`src/rtl/psimd_pkg.sv`:
```
package psimd_pkg;

    localparam int DATA_W = 32;
    localparam int HALF_W = 16;
    localparam int BYTE_W = 8;
    localparam int N_HALF = DATA_W / HALF_W;
    localparam int N_BYTE = DATA_W / BYTE_W;
    localparam int IDX_W  = 4;

    typedef enum logic [2:0] {
        OP_HADD  = 3'b000,
        OP_HXAS  = 3'b001,
        OP_HXSA  = 3'b010,
        OP_HSUB  = 3'b011,
        OP_BADD  = 3'b100
    } psimd_op_e;

    typedef struct packed {
        logic              we;
        logic [IDX_W-1:0]  rd;
        logic [DATA_W-1:0] data;
    } psimd_res_t;

endpackage

```
`src/rtl/psimd_sat_lane.sv`:
```
module psimd_sat_lane #(
    parameter int W = 8
) (
    input  logic [W-1:0] a,
    input  logic [W-1:0] b,
    input  logic         sub,
    output logic [W-1:0] y
);
    logic [W:0] sum_ext;

    always_comb begin
        sum_ext = {1'b0, a} + {1'b0, b};
        if (sub) begin
            y = (a <= b) ? '0 : (a - b);
        end else begin
            y = sum_ext[W] ? '1 : sum_ext[W-1:0];
        end
    end

    always_comb begin
        if (!sub) begin
            assert_add_never_below_R7: assert (y >= a && y >= b);
        end else begin
            assert_sub_never_above_R8: assert (y <= a);
        end
    end
endmodule

```
`src/rtl/psimd_cond_eval.sv`:
```
module psimd_cond_eval (
    input  logic [3:0] cond,
    input  logic [3:0] flags,
    output logic       pass
);
    logic fn, fz, fc, fv;

    always_comb begin
        {fn, fz, fc, fv} = flags;
        unique case (cond)
            4'h0: pass = fz;
            4'h1: pass = !fz;
            4'h2: pass = fc;
            4'h3: pass = !fc;
            4'h4: pass = fn;
            4'h5: pass = !fn;
            4'h6: pass = fv;
            4'h7: pass = !fv;
            4'h8: pass = fc && !fz;
            4'h9: pass = !(fc && !fz);
            4'hA: pass = (fn == fv);
            4'hB: pass = (fn != fv);
            4'hC: pass = !fz && (fn == fv);
            4'hD: pass = !(!fz && (fn == fv));
            4'hE: pass = 1'b1;
            default: pass = 1'b0;
        endcase
    end
endmodule

```
`src/rtl/psimd_datapath.sv`:
```
module psimd_datapath
    import psimd_pkg::*;
(
    input  logic [2:0]        op,
    input  logic [DATA_W-1:0] opn,
    input  logic [DATA_W-1:0] opm,
    output logic [DATA_W-1:0] result
);
    logic [DATA_W-1:0] half_res;
    logic [DATA_W-1:0] byte_res;
    logic              exch;

    assign exch = (op == OP_HXAS) || (op == OP_HXSA);

    for (genvar i = 0; i < N_HALF; i++) begin : g_half
        logic [HALF_W-1:0] b_sel;
        logic              sub_i;
        always_comb begin
            b_sel = exch ? opm[(N_HALF-1-i)*HALF_W +: HALF_W]
                         : opm[i*HALF_W +: HALF_W];
            sub_i = (op == OP_HSUB)
                 || (op == OP_HXAS && i == 0)
                 || (op == OP_HXSA && i == N_HALF-1);
        end
        psimd_sat_lane #(.W(HALF_W)) lane_i (
            .a   (opn[i*HALF_W +: HALF_W]),
            .b   (b_sel),
            .sub (sub_i),
            .y   (half_res[i*HALF_W +: HALF_W])
        );
    end

    for (genvar j = 0; j < N_BYTE; j++) begin : g_byte
        psimd_sat_lane #(.W(BYTE_W)) lane_j (
            .a   (opn[j*BYTE_W +: BYTE_W]),
            .b   (opm[j*BYTE_W +: BYTE_W]),
            .sub (op != OP_BADD),
            .y   (byte_res[j*BYTE_W +: BYTE_W])
        );
    end

    assign result = op[2] ? byte_res : half_res;
endmodule

```
`src/rtl/psimd_sat_alu.sv`:
```
module psimd_sat_alu
    import psimd_pkg::*;
(
    input  logic              clk,
    input  logic              rst,
    input  logic              in_valid,
    input  logic [31:0]       instr,
    input  logic [DATA_W-1:0] opn,
    input  logic [DATA_W-1:0] opm,
    input  logic [3:0]        flags,
    output logic [IDX_W-1:0]  src_n_idx,
    output logic [IDX_W-1:0]  src_m_idx,
    output logic              res_we,
    output logic [IDX_W-1:0]  res_rd,
    output logic [DATA_W-1:0] res_data
);
    logic [3:0]        cond_f;
    logic [2:0]        op_f;
    logic [IDX_W-1:0]  rd_f;
    logic              cond_ok;
    logic [DATA_W-1:0] dp_result;
    logic              unused_bits;
    psimd_res_t        out_d, out_q;

    assign cond_f    = instr[31:28];
    assign src_n_idx = instr[19:16];
    assign rd_f      = instr[15:12];
    assign op_f      = instr[7:5];
    assign src_m_idx = instr[3:0];
    assign unused_bits = ^{instr[27:20], instr[11:8], instr[4]};

    psimd_cond_eval cond_i (
        .cond  (cond_f),
        .flags (flags),
        .pass  (cond_ok)
    );

    psimd_datapath dp_i (
        .op     (op_f),
        .opn    (opn),
        .opm    (opm),
        .result (dp_result)
    );

    always_comb begin
        out_d    = out_q;
        out_d.we = in_valid && cond_ok;
        if (in_valid) begin
            out_d.rd   = rd_f;
            out_d.data = dp_result;
        end
    end

    always_ff @(posedge clk) begin
        if (rst) begin
            out_q <= '0;
        end else begin
            out_q <= out_d;
        end
    end

    assign res_we   = out_q.we;
    assign res_rd   = out_q.rd;
    assign res_data = out_q.data;

    assert_idle_no_write_R10: assert property (@(posedge clk) disable iff (rst)
        !in_valid |=> !res_we);
    assert_dest_field_R1: assert property (@(posedge clk) disable iff (rst)
        in_valid |=> res_rd == $past(instr[15:12]));
    assert_always_cond_R9: assert property (@(posedge clk) disable iff (rst)
        (in_valid && instr[31:28] == 4'hE) |=> res_we);
    assert_never_cond_R9: assert property (@(posedge clk) disable iff (rst)
        (instr[31:28] == 4'hF) |=> !res_we);
    assert_reset_clears_R11: assert property (@(posedge clk)
        rst |=> !res_we);
endmodule

```
`config.mk`:
```
export PLATFORM = sky130hd
export DESIGN_NAME = psimd_sat_alu
export DESIGN_NICKNAME = d
export VERILOG_FILES = /design/src/rtl/psimd_pkg.sv /design/src/rtl/psimd_sat_lane.sv /design/src/rtl/psimd_cond_eval.sv /design/src/rtl/psimd_datapath.sv /design/src/rtl/psimd_sat_alu.sv
export SDC_FILE = /design/constraint.sdc
export NUM_CORES = 1
export LEC_CHECK = 0
export BUFFER_PORTS_ARGS = -buffer_cell sky130_fd_sc_hd__buf_2
export CAP_MARGIN = 20
export CORE_MARGIN = 2
export CORE_UTILIZATION = 25
export DETAILED_ROUTE_END_ITERATION = 10
export PLACE_DENSITY = 0.47
export SYNTH_ARGS = -nofsm -noshare
export SYNTH_HDL_FRONTEND = slang
export SYNTH_SLANG_ARGS = --single-unit
```
`constraint.sdc`:
```
create_clock -name clk -period 6 [get_ports clk]
set_input_delay 0.6 -clock clk [delete_from_list [all_inputs] [get_ports clk]]
set_output_delay 0.6 -clock clk [all_outputs]
set_load 0.05 [all_outputs]
```
==> results.yml <==
route:
  drt_iter0_markers: 676
  num_vias: 9337
  wl_um: 33830
  drc: 0
  firstDrtPassIters: 5
  viasPerCell: 5.422
  ant_nets: 0
  wl_per_cell_um: 19.65
min_path:
  min_path_type: "reg2reg"
logic_synthesis:
  synth_area_um2: 8526
  syn-num-nets: 1447
  yosysUniqueCellTypes: 84
  postSynthCellCount: 1202
  synth_area_leaders: "ha_1 19%, dfxtp_1 8.7%, o21ai_0 6.1%"
  synth-async-reset-ratio_pct: 0
  yosysWarnings: 0
  yosysTopAreaCell: "ha_1"
  synth_edf_count: 0
  ys_ff_latch: 37
  yosysSeqAreaShare_pct: 8.688
  synth.avg_cell_area_um2: 7.093
  netlist.area_leader.share_pct: 19.08
  synth-main-ff-cell: "dfxtp_1"
clocking:
  cts_root_buf: "clkbuf_16"
  cts_sinks: 37
  cts_resized: 0
  cts_buffer_depth: 2
  post_cts.repair.setup_buffers: 0
  cts_made_buffers: 5
  clkTransAtPathRegs_ns: 0.07
  cts_tree: "built"
  hold_buffers: 0
  clk_latency_ns: 0.30
  cts_max_level: 2
floorplanning:
  die_width_um: 188.7
  die_area_um2: 35600
  die_h_um: 188.7
  io_pins: 148
  start_util_pct: 25.43
  coreArea_um2: 33530
  rows: 67
placed_design:
  port_buffers: 118
  gp_congestion: 0.9170
  post-place-cells: 1715
  dp_hpwl_um: 27340
run:
  drv_cap: 0
critical_path:
  arrival_ns: 5.04
  crit_top_cell: "a21oi_1"
  crit_required_ns: 6.15
  critPathSlowestCell: "a311oi_2"
  cp_num_buf_inv: 2
  crit_family: "compound AO/OA/AOI/OAI gates"
  critPathMaxFanout: 21
  setup.worst_path.start_class: "input port"
  crit_path_end_kind: "flop"
  crit_chain: "buf_2 > xnor2_1 > nor2_4 > mux2_2 > ha_1 > inv_1 > fa_1 > nand2b_1 > a21oi_1 > o41ai_1 > a21oi_1 > a311oi_2 > o21ai_1 > a211oi_1 > o32ai_1"
  max_stage_delay_ns: 0.68
  critPathKind: "in2reg"
global_route:
  track_usage_pct: 18.55
  grt_pass1_vias: 9029
  grt_max_degree: 25
  antenna_found_initial: 0
  grt_overflow: 0
  grt_pass1_wl_um: 52010
sta:
  rsz0062_at_grt: "false"
  fin_setup_tns_ns: 0
  tightest_slew_ns: 1.088
  relSlewSlack_pct: 27.44
  fin_skew_ns: 0
  hold_violations: 0
  min_period_ns: 4.890
  finalSetupViolCount: 0
  report.final.slew_viol_count: 0
  finalCritPeriodShare_pct: 81.51
  fmax_mhz: 204.5
power:
  vdd_drop_max_mv: 0.1016
  power.density_nw_per_um2: 180.2
  static-leakage-power_nw: 4.353
cells_and_area:
  final_net_count: 1519
  antenna_cells: 0
  final_util_pct: 28.76
  fin_cells: 1722
  drive_gt1_share_pct: 13.58
  syn2layout_area_growth_pct: 13.11
outcome:
  outcome: "complete, no violations"
[power by group]
group	switching, mW	total, mW	internal [mW]
logic	0.739	1.16	0.418
registers	0.0148	0.286	0.271
clock network	0.131	0.295	0.164
total	0.885	1.74	0.853
[kinds of logic (layout without fill, tap and decap cells)]
kind of cell	Yosys count	after routing	share of synthesized area, %
multiplexers	12	12	1.629
buffers and inverters	199	271	9.363
AO/OA/AOI/OAI	464	464	37.32
XOR/XNOR	31	31	3.185
adder cells (fa/ha/maj)	142	142	21.90
AND/OR/NAND/NOR	317	317	17.92
flip-flops	37	37	8.688
[tightest hold or removal path, delay by kind of cell (launching register included)]
kind            cells  cell delay (ns)
flops               1             0.33
compound gates      1             0.05
simple gates        1             0.05
[routing by layer]
metal	routed length, µm	global-route usage, %	part of all wire [%]	vias to the layer above
met5	0	0	0	-
met4	891	5.198	2.6	0
met3	1540	1.937	4.6	50
met2	16020	32.01	47	283
met1	15380	24.42	45	4462
li1	-	-	-	4542
[synthesized netlist by cell type (5+ instances only)]
library cell,instances
a221oi_1,15
o221ai_1,15
dfxtp_1,37
buf_2,5
fa_1,12
nor3_1,15
mux2_2,5
nand4_1,9
mux2i_1,6
o21ai_0,104
or3_1,14
nand3_1,13
a32o_1,13
a21oi_1,97
inv_1,130
o21bai_1,14
o21a_1,9
o22ai_1,10
buf_4,8
a211oi_1,9
or2_2,6
o211ai_1,11
xor2_1,8
ha_1,130
nor2_1,97
and2_1,5
o31ai_1,14
nand2_1,86
o31a_1,6
nand2b_1,26
clkbuf_1,52
nor4_1,7
a311oi_1,10
xnor2_1,23
a221o_1,14
a31oi_1,27
a21o_1,30
and3_1,6
o311ai_0,5
nor2b_1,16
[layout make-up]
cell class	count	area (µm²)
Tap cell	448	560.5
Clock buffer	6	138.9
Multi-Input combinational cell	966	6997
Timing Repair Buffer	133	706.9
Fill cell	3793	23890
Sequential cell	37	740.7
Inverter	131	491.7
Clock inverter	1	7.507
[registers in the layout, summed over array words and instances, names as in the netlist]
register and cells:
res_data 32, res_we 1, res_rd 4
[metrics by stage]
stage | setup slack, ns | area [µm²] | hold slack (ns) | power (mW)
floorplan | 1.774 | 8526 | 0.6737 | 1.124
global placement | 0.9331 | 9485 | 0.4406 | 1.429
detailed placement | 0.8843 | 9497 | 0.4563 | 1.431
CTS | 1.186 | 9643 | 0.4728 | 1.734
global route | 0.8100 | 9643 | 0.5021 | 1.869
finish | 1.110 | 9643 | 0.4604 | 1.738
[path summary, 6_finish.rpt]
path              depth (start not counted)          from            to  slack, ns
setup / recovery                         15      instr[6]  res_data[29]       1.11
setup reg to reg                          3  res_data[26]  res_data[26]       5.05
hold / removal                            2  res_data[19]  res_data[19]       0.46
hold reg to reg                           2  res_data[19]  res_data[19]       0.46
[layout by cell type (no fill, tap or decap), types with 16 or more instances in the layout]
cell	count
a21o_1	30
a31oi_1	27
nor2b_1	16
nand2_1	86
inv_1	130
ha_1	130
nand2b_1	26
a21oi_1	97
o21ai_0	104
xnor2_1	23
dfxtp_1	37
nor2_1	95
buf_2	118
Power figures use the tool's default switching activity.
